`config.mk`:
```
export PLATFORM = sky130hd
export DESIGN_NAME = fgwt_top
export DESIGN_NICKNAME = d
export VERILOG_FILES = /design/src/rtl/fgwt_pkg.sv /design/src/rtl/fgwt_datapath.sv /design/src/rtl/fgwt_ctrl.sv /design/src/rtl/fgwt_top.sv
export SDC_FILE = /design/constraint.sdc
export NUM_CORES = 1
export LEC_CHECK = 0
export BUFFER_PORTS_ARGS = -buffer_cell sky130_fd_sc_hd__buf_4
export CORE_AREA = 2 2 59 61
export DETAILED_ROUTE_END_ITERATION = 6
export DIE_AREA = 0 0 61 63
export PLACE_DENSITY = 0.8
export SLEW_MARGIN = 20
export SYNTH_ARGS = -nofsm -noshare
export SYNTH_HDL_FRONTEND = slang
export SYNTH_HIERARCHICAL = 1
export SYNTH_SLANG_ARGS = --single-unit
```
`constraint.sdc`:
```
create_clock -name clk -period 1.35 [get_ports clk]
set_input_delay 0.2025 -clock clk [delete_from_list [all_inputs] [get_ports clk]]
set_output_delay 0.2025 -clock clk [all_outputs]
set_load 0.005 [all_outputs]
```
`src/rtl/fgwt_pkg.sv`:
```
package fgwt_pkg;
  localparam logic [1:0] LVL_EL1    = 2'd1;
  localparam logic [1:0] LVL_EL2    = 2'd2;
  localparam logic [5:0] TRAP_CLASS = 6'h18;

  typedef struct packed {
    logic load;  // capture write data into the control register
    logic hide;  // hypervisor level absent: present zero on read
  } ctlStrobes_t;
endpackage

```
`src/rtl/fgwt_datapath.sv`:
```
module fgwt_datapath
  import fgwt_pkg::*;
#(
  parameter int DATA_W    = 64,
  parameter int FAULT_BIT = 0,
  parameter int MASK_BIT  = 2
) (
  input  logic              clk,
  input  logic              rstN,
  input  ctlStrobes_t       strobes,
  input  logic [DATA_W-1:0] wrData,
  output logic [DATA_W-1:0] rdData,
  output logic              faultAllow,
  output logic              maskAllow
);
  localparam logic [DATA_W-1:0] DEF_MASK =
    (DATA_W'(1) << FAULT_BIT) | (DATA_W'(1) << MASK_BIT);

  logic [DATA_W-1:0] regQ;

  always_ff @(posedge clk) begin
    if (!rstN)             regQ <= '0;
    else if (strobes.load) regQ <= wrData & DEF_MASK;
  end

  assign rdData     = strobes.hide ? '0 : regQ;
  assign faultAllow = regQ[FAULT_BIT];
  assign maskAllow  = regQ[MASK_BIT];

  AST_HOLD_WITHOUT_LOAD: assert property (@(posedge clk) disable iff (!rstN)
    !$past(strobes.load) |-> $stable(regQ));
  AST_RSV_READ_ZERO: assert property (@(posedge clk) disable iff (!rstN)
    (rdData & ~DEF_MASK) == '0);
endmodule

```
`src/rtl/fgwt_ctrl.sv`:
```
module fgwt_ctrl
  import fgwt_pkg::*;
#(
  parameter int ID_W     = 4,
  parameter int FAULT_ID = 0,
  parameter int MASK_ID  = 1
) (
  input  logic            clk,
  input  logic            rstN,
  input  logic            ctlWrEn,
  input  logic            reqValid,
  input  logic [ID_W-1:0] reqId,
  input  logic            reqPaired,
  input  logic [1:0]      curLevel,
  input  logic            isWide,
  input  logic            hypPresent,
  input  logic            hypEnabled,
  input  logic            priorPending,
  input  logic            faultAllow,
  input  logic            maskAllow,
  output ctlStrobes_t     strobes,
  output logic            trapReq,
  output logic [1:0]      trapLevel,
  output logic [5:0]      trapClass
);
  logic levelOk, hypOk, faultHit, maskHit;

  always_comb begin
    strobes.load = ctlWrEn && hypPresent;
    strobes.hide = !hypPresent;
  end

  assign levelOk  = reqValid && (curLevel == LVL_EL1) && isWide;
  assign hypOk    = hypPresent && hypEnabled;
  assign faultHit = (reqId == ID_W'(FAULT_ID)) && !reqPaired && !faultAllow;
  assign maskHit  = (reqId == ID_W'(MASK_ID)) && !maskAllow;
  assign trapReq  = levelOk && hypOk && (faultHit || maskHit) && !priorPending;
  assign trapLevel = trapReq ? LVL_EL2 : 2'd0;
  assign trapClass = trapReq ? TRAP_CLASS : 6'd0;

  AST_PRIOR_WINS: assert property (@(posedge clk) disable iff (!rstN)
    priorPending |-> !trapReq);
  AST_NO_HYP_NO_TRAP: assert property (@(posedge clk) disable iff (!rstN)
    !hypPresent |-> !trapReq);
  AST_PAIRED_FAULT_FREE: assert property (@(posedge clk) disable iff (!rstN)
    (reqId == ID_W'(FAULT_ID) && reqPaired) |-> !trapReq);
  AST_LEVEL_ONLY_EL1: assert property (@(posedge clk) disable iff (!rstN)
    trapReq |-> (curLevel == LVL_EL1 && isWide && hypEnabled));
  AST_TRAP_FIELDS: assert property (@(posedge clk) disable iff (!rstN)
    trapReq |-> (trapLevel == LVL_EL2 && trapClass == TRAP_CLASS));
endmodule

```
`src/rtl/fgwt_top.sv`:
```
module fgwt_top
  import fgwt_pkg::*;
#(
  parameter int DATA_W    = 64,
  parameter int ID_W      = 4,
  parameter int FAULT_ID  = 0,
  parameter int MASK_ID   = 1,
  parameter int FAULT_BIT = 0,
  parameter int MASK_BIT  = 2
) (
  input  logic              clk,
  input  logic              rstN,
  input  logic              ctlWrEn,
  input  logic [DATA_W-1:0] ctlWrData,
  output logic [DATA_W-1:0] ctlRdData,
  input  logic              reqValid,
  input  logic [ID_W-1:0]   reqId,
  input  logic              reqPaired,
  input  logic [1:0]        curLevel,
  input  logic              isWide,
  input  logic              hypPresent,
  input  logic              hypEnabled,
  input  logic              priorPending,
  output logic              trapReq,
  output logic [1:0]        trapLevel,
  output logic [5:0]        trapClass
);
  ctlStrobes_t strobes;
  logic faultAllow, maskAllow;

  fgwt_ctrl #(.ID_W(ID_W), .FAULT_ID(FAULT_ID), .MASK_ID(MASK_ID)) i_ctrl (
    .clk(clk), .rstN(rstN), .ctlWrEn(ctlWrEn), .reqValid(reqValid),
    .reqId(reqId), .reqPaired(reqPaired), .curLevel(curLevel), .isWide(isWide),
    .hypPresent(hypPresent), .hypEnabled(hypEnabled), .priorPending(priorPending),
    .faultAllow(faultAllow), .maskAllow(maskAllow), .strobes(strobes),
    .trapReq(trapReq), .trapLevel(trapLevel), .trapClass(trapClass)
  );

  fgwt_datapath #(.DATA_W(DATA_W), .FAULT_BIT(FAULT_BIT), .MASK_BIT(MASK_BIT)) i_dp (
    .clk(clk), .rstN(rstN), .strobes(strobes), .wrData(ctlWrData),
    .rdData(ctlRdData), .faultAllow(faultAllow), .maskAllow(maskAllow)
  );
endmodule

```
==> results.cfg, run 1 <==
[worst_hold_path]
hold_start = rstN
min_path_type = in -> reg

[finish]
top_register = i_dp/regQ
layout_common_cells = conb_1 (67), buf_4 (21), nor2b_1 (4)
stdcell_count = 153
synthToLayoutAreaGrowth_pct = -3.71
largest_reg_flops = 2
reg_top3 = i_dp/regQ: 2 flops
finalNetCount = 188
drive_gt1_share_pct = 27.1
diodes = 0
postLayoutCellArea_um2 = 649
final_common_cell = conb_1

[detailed_routing]
finalWirelength_um = 838
wl_per_cell_um = 5.48
ant_nets = 0
viasPerCell = 2.54
drt_pass1_iterations = 1
drt_iter0_markers = 0
remaining_drc_errors = 0
num_vias = 389

[power]
seqPwrFrac_pct = 22.1
power_frac_clock_pct = 44.1
switching_share_pct = 32.2
p_int_uw = 201
cellLeakagePower_uw = 0.000393
p_sw_uw = 95.4
combinationalPowerShare_pct = 33.8
peakVddDrop_mv = 0.281
p_per_area_mw_per_mm2 = 457

[logic_synthesis]
netlist_area_um2 = 674
ys_warn_count = 6
synth.top_cell.area_share_pct = 77.9
synth_cell_types = 12
ys_top_cells_by_area = buf_4 (78%), dfxtp_1 (5.9%), nor2b_1 (3.7%)
synth_cells = 87
yosysTopAreaCell = buf_4
yosysSeqAreaShare_pct = 5.94
avgSynthCellArea_um2 = 7.75
ys_ff_latch = 2

[sta]
min_period_ns = 1.28
post-route-period-util_pct = 94.7
fmax_mhz = 782
rsz0062_at_grt = false
worst_clock_skew_ns = 0
slew_viol_final = 0
hold_violations = 0
setup_violations = 0
setup-tns-final_ns = 0

[clock_network]
cts_buffers = 3
cts_sinks = 2
cts_tree = built
clock_latency_ns = 0.22
cts_setup_buffers = 0
cts_hold_buffers = 0
clkTransAtPathRegs_ns = 0.03
root_buffer = clkbuf_4
htreeDepth = 1
cts_max_path_buffers = 2

[setup_path]
crit_chain = a211oi_2 > o2111a_2 > buf_4
worstSetupPathType = reg -> out
critPathLaunch = i_dp/regQ[2]$_SDFFE_PN0P_
cp-start-kind = flop
max_stage_delay_ns = 0.32
crit_buf_inv = 1
critPathArrivalTime_ns = 1.08
r2r_start = i_dp/regQ[0]$_SDFFE_PN0P_
slowest_stage = dfxtp_2
cpLargestDelayFamily = compound AO/OA/AOI/OAI gates
worstPathMaxFanout = 4
end_kind = output pin
worstPathRequired_ns = 1.15

[global_routing]
antenna_found_initial = 0
grt_max_degree = 5
grt_use_total_pct = 3.73
grt_overflow_total = 0
grt_pass1_vias = 294
grt_pass1_wl_um = 1070

[placed_design]
place_area_um2 = 616
io_buffers = 22
placed_cells = 150
place_congestion = 0.645

[run]
max-cap-violations = 0

[die]
ioPinCount = 152
fp.dieW_um = 61
die_area_mm2 = 0.00384
fp.dieH_um = 63
rows = 21
start_util_pct = 20.9
core-area_mm2 = 0.00323

[status]
run_status = complete, no violations
cell usage after synthesis:
cell type  count
conb_1         2
a211oi_1       1
dfxtp_1        2
nor4b_2        1
and2_1         1
and4_1         1
buf_4         70
mux2i_1        2
nor2_1         1
o2111a_1       1
nor2b_1        4
inv_1          1
worst paths after layout:
path / to / cells past startpoint / slack (ns)
setup / recovery: trapLevel[1] / 3 / 0.07
hold / removal: i_dp/regQ[2]$_SDFFE_PN0P_ / 2 / 0.20
setup reg to reg: i_dp/regQ[0]$_SDFFE_PN0P_ / 2 / 0.71
hold reg to reg: i_dp/regQ[2]$_SDFFE_PN0P_ / 2 / 0.54
timing repair:
| action | 4_1_cts | 5_1_grt |
|---|---|---|
| endpoints found under the setup margin | 4 | 4 |
| pin swaps | 2 | 1 |
| resized for setup | 2 | 2 |
| hold endpoints to repair | 0 | 0 |
logic make-up (layout without fill, tap and decap cells):
group                  Yosys count  in the layout  synth area share (%)
muxes                            2              2                  2.97
and+or+nand+nor                  8              8                  8.72
other                            2             67                  1.11
buffers and inverters           71             26                  78.5
DFF                              2              2                  5.94
AOI/OAI and AO/OA                2              2                  2.78
per-stage QoR:
step           total power (uW)  util [%]  worst slack (ns)  hold slack, ns
3_3_place_gp                160      19.0             0.153           0.419
6_report                    297      20.1            0.0713           0.200
5_1_grt                     330      20.1            0.0143           0.202
4_1_cts                     305      19.9            0.0253           0.189
3_5_place_dp                161      19.0             0.148           0.427
2_1_floorplan               260         -             0.252           0.331
routing by layer:
layer | up-vias | routed length (um) | GRT usage [%]
met5 | - | 0 | 0
met4 | 0 | 0 | 1.63
met3 | 0 | 180 | 1.86
met2 | 57 | 496 | 7.93
met1 | 159 | 161 | 2.22
li1 | 173 | - | -
power groups by stage:
stage	sequential [uW]	combinational (uW)	clock, uW
6_report	65.4	100	131
3_5_place_dp	65.9	95.3	0
2_1_floorplan	64.6	195	0
5_1_grt	65.9	119	145
4_1_cts	65.6	96.6	142
3_3_place_gp	65.8	94.5	0
cell type report:
class                   count  area, um^2
well taps                  46        57.6
repair buffers             22         169
clock buffers               3        22.5
multi-input cells          79         355
fillers                   376        2580
inverters                   1        3.75
flip-flops and latches      2        41.3
No activity file was read; power rests on OpenSTA's default activity.
==> inputs of run 2 (changes only) <==
ABC_AREA = 1   (was not set)
CORE_AREA = not set   (was 2 2 59 61)
CORE_MARGIN = 2   (was not set)
CORE_UTILIZATION = 24   (was not set)
DIE_AREA = not set   (was 0 0 61 63)
PLACE_DENSITY = 0.86   (was 0.8)
==> run 2 against run 1 <==
Effect of this change:
- sequential cell count unchanged
- clock skew is the same
- utilization increased by 3.9 points
- sequential power is 3.2% higher
==> results.cfg, run 2 <==
[status]
run_status = complete, no violations

[logic_synthesis]
yosysTopAreaCell = buf_4
netlist_area_um2 = 714
async_reset_ff_share_pct = 0
synth_common_cells = buf_4 (70), nand2_1 (13), inv_1 (11)
yosysSeqAreaShare_pct = 5.60
avgSynthCellArea_um2 = 6.49
synth_top_flop_cell = dfxtp_1
ys_warn_count = 6
ys_ff_latch = 2
synth_cell_types = 9
synth_edf_count = 0
ys_top_cells_by_area = buf_4 (74%), nand2_1 (6.8%), inv_1 (5.8%)
synth.top_cell.area_share_pct = 73.6
synth_cells = 110
synth_most_common_cell = buf_4

[finish]
reg_top3 = i_dp/regQ: 2 flops
drive_gt1_share_pct = 21.5
finalNetCount = 211
nFillCells = 324
largest_reg_flops = 2
final_common_cell = conb_1
layout_common_cells = conb_1 (67), buf_4 (22), nand2_1 (13)
synthToLayoutAreaGrowth_pct = -6.48
diodes = 0
top_register = i_dp/regQ

[clock_network]
cts_buffers = 3
clock_latency_ns = 0.22
cts_tree = built
clkTransAtPathRegs_ns = 0.03
cts_max_path_buffers = 2
root_buffer = clkbuf_4
cts_sinks = 2
htreeDepth = 1

[detailed_routing]
ant_nets = 0
remaining_drc_errors = 0
num_vias = 452
wl_per_cell_um = 5.98
top_layer_used = met3
route.met2.wl_um = 542
viasPerCell = 2.81
finalWirelength_um = 963
drt_iter0_markers = 2
met3_length_um = 176
drt_pass1_iterations = 4
wl_met1_um = 245

[global_routing]
grt_max_degree = 5
grt_pass1_vias = 306
antenna_found_initial = 0
grt_overflow_total = 0
grt_pass1_wl_um = 1150
grt_use_total_pct = 4.51

[die]
die_area_mm2 = 0.00343
rows = 19
start_util_pct = 25.7
fp.dieW_um = 58.6
core-area_mm2 = 0.00278
ioPinCount = 152
fp.dieH_um = 58.6

[setup_path]
cpLargestDelayFamily = simple AND/OR/NAND/NOR gates
crit_buf_inv = 2
max_stage_delay_ns = 0.32
cp-start-kind = flop
critPathArrivalTime_ns = 1.07
crit_top_cell = nand2_1
end_kind = output pin
worstSetupPathType = reg -> out
critPathLaunch = i_dp/regQ[2]$_SDFFE_PN0P_
worstPathRequired_ns = 1.15
worstPathMaxFanout = 4
slowest_stage = dfxtp_2
crit_chain = nand2_1 > clkinv_1 > nor2_2 > nand2_1 > nor2_4 > buf_4
r2r_start = i_dp/regQ[0]$_SDFFE_PN0P_

[sta]
min_period_ns = 1.27
post-route-period-util_pct = 94.0
setup_violations = 0
setup-tns-final_ns = 0
fmax_mhz = 788
rsz0062_at_grt = false
slew_viol_final = 0
worst_clock_skew_ns = 0
timing.hold.ws_ns = 0.208
hold_violations = 0

[power]
peakVddDrop_mv = 0.292
combinationalPowerShare_pct = 35.8
p_sw_uw = 105
power_uw = 309
power_frac_clock_pct = 42.3
p_per_area_mw_per_mm2 = 463
p_int_uw = 205
switching_share_pct = 33.8
seqPwrFrac_pct = 21.8
cellLeakagePower_uw = 0.000458

[placed_design]
io_buffers = 22
dp_hpwl_um = 891
place_congestion = 0.614

[worst_hold_path]
min_path_type = in -> reg
hold_start = rstN

[run]
max-cap-violations = 0
[run 2: path summary, 6_finish.rpt]
path	end	slack [ns]	depth (start not counted)
worst max-delay path	trapLevel[1]	0.08	6
worst min-delay path	i_dp/regQ[2]$_SDFFE_PN0P_	0.21	3
worst max register to register	i_dp/regQ[0]$_SDFFE_PN0P_	0.78	2
worst min register to register	i_dp/regQ[2]$_SDFFE_PN0P_	0.50	2
[run 2: power by group through the flow]
stage	logic [uW]	registers [uW]	clock network [uW]
after global routing	130	68.8	140
after CTS	107	67.2	142
after global placement	106	67.9	0
after floorplan	205	66.5	0
final	111	67.5	131
after detailed placement	107	68.0	0
[run 2: layout make-up]
type	instances	area (um^2)	share of cell area, %
Tap cell	31	38.8	5.81
Sequential cell	2	41.3	6.18
Timing Repair Buffer	22	165	24.7
Inverter	12	45.0	6.74
Clock buffer	3	22.5	3.37
Multi-Input combinational cell	91	355	53.2
[run 2: stage by stage]
stage	std cells	util, %	instance area, um^2	setup WS, ns
after floorplan	175	-	958	0.256
after global placement	158	22.9	637	0.223
after detailed placement	158	22.9	637	0.195
after CTS	161	23.8	662	0.00175
after global routing	161	24.0	668	0.00698
final	161	24.0	668	0.0811
[run 2: cell families after synthesis]
group	Yosys count	synth area share [%]
buf+inv	82	79.9
compound gates	1	1.05
other cells	2	1.05
simple gates	23	12.4
flops	2	5.60
[run 2: metal layers]
layer / vias to the layer above / track usage, %
li1: 220 / -
met1: 187 / 4.64
met2: 45 / 7.87
met3: 0 / 0.659
met4: 0 / 3.99
met5: - / 0
[run 2: timing repair]
item,CTS,global route
hold buffers,0,0
setup endpoints to repair,4,4
gates resized for setup,1,2
cloned,0,0
pin swaps,0,1
buffers inserted,0,0
hold endpoints to repair,0,0
[run 2: worst min-delay path, delay by kind of cell]
| kind | cells | cell delay [ns] |
|---|---|---|
| AND/OR/NAND/NOR | 2 | 0.10 |
| buffers and inverters | 1 | 0.08 |
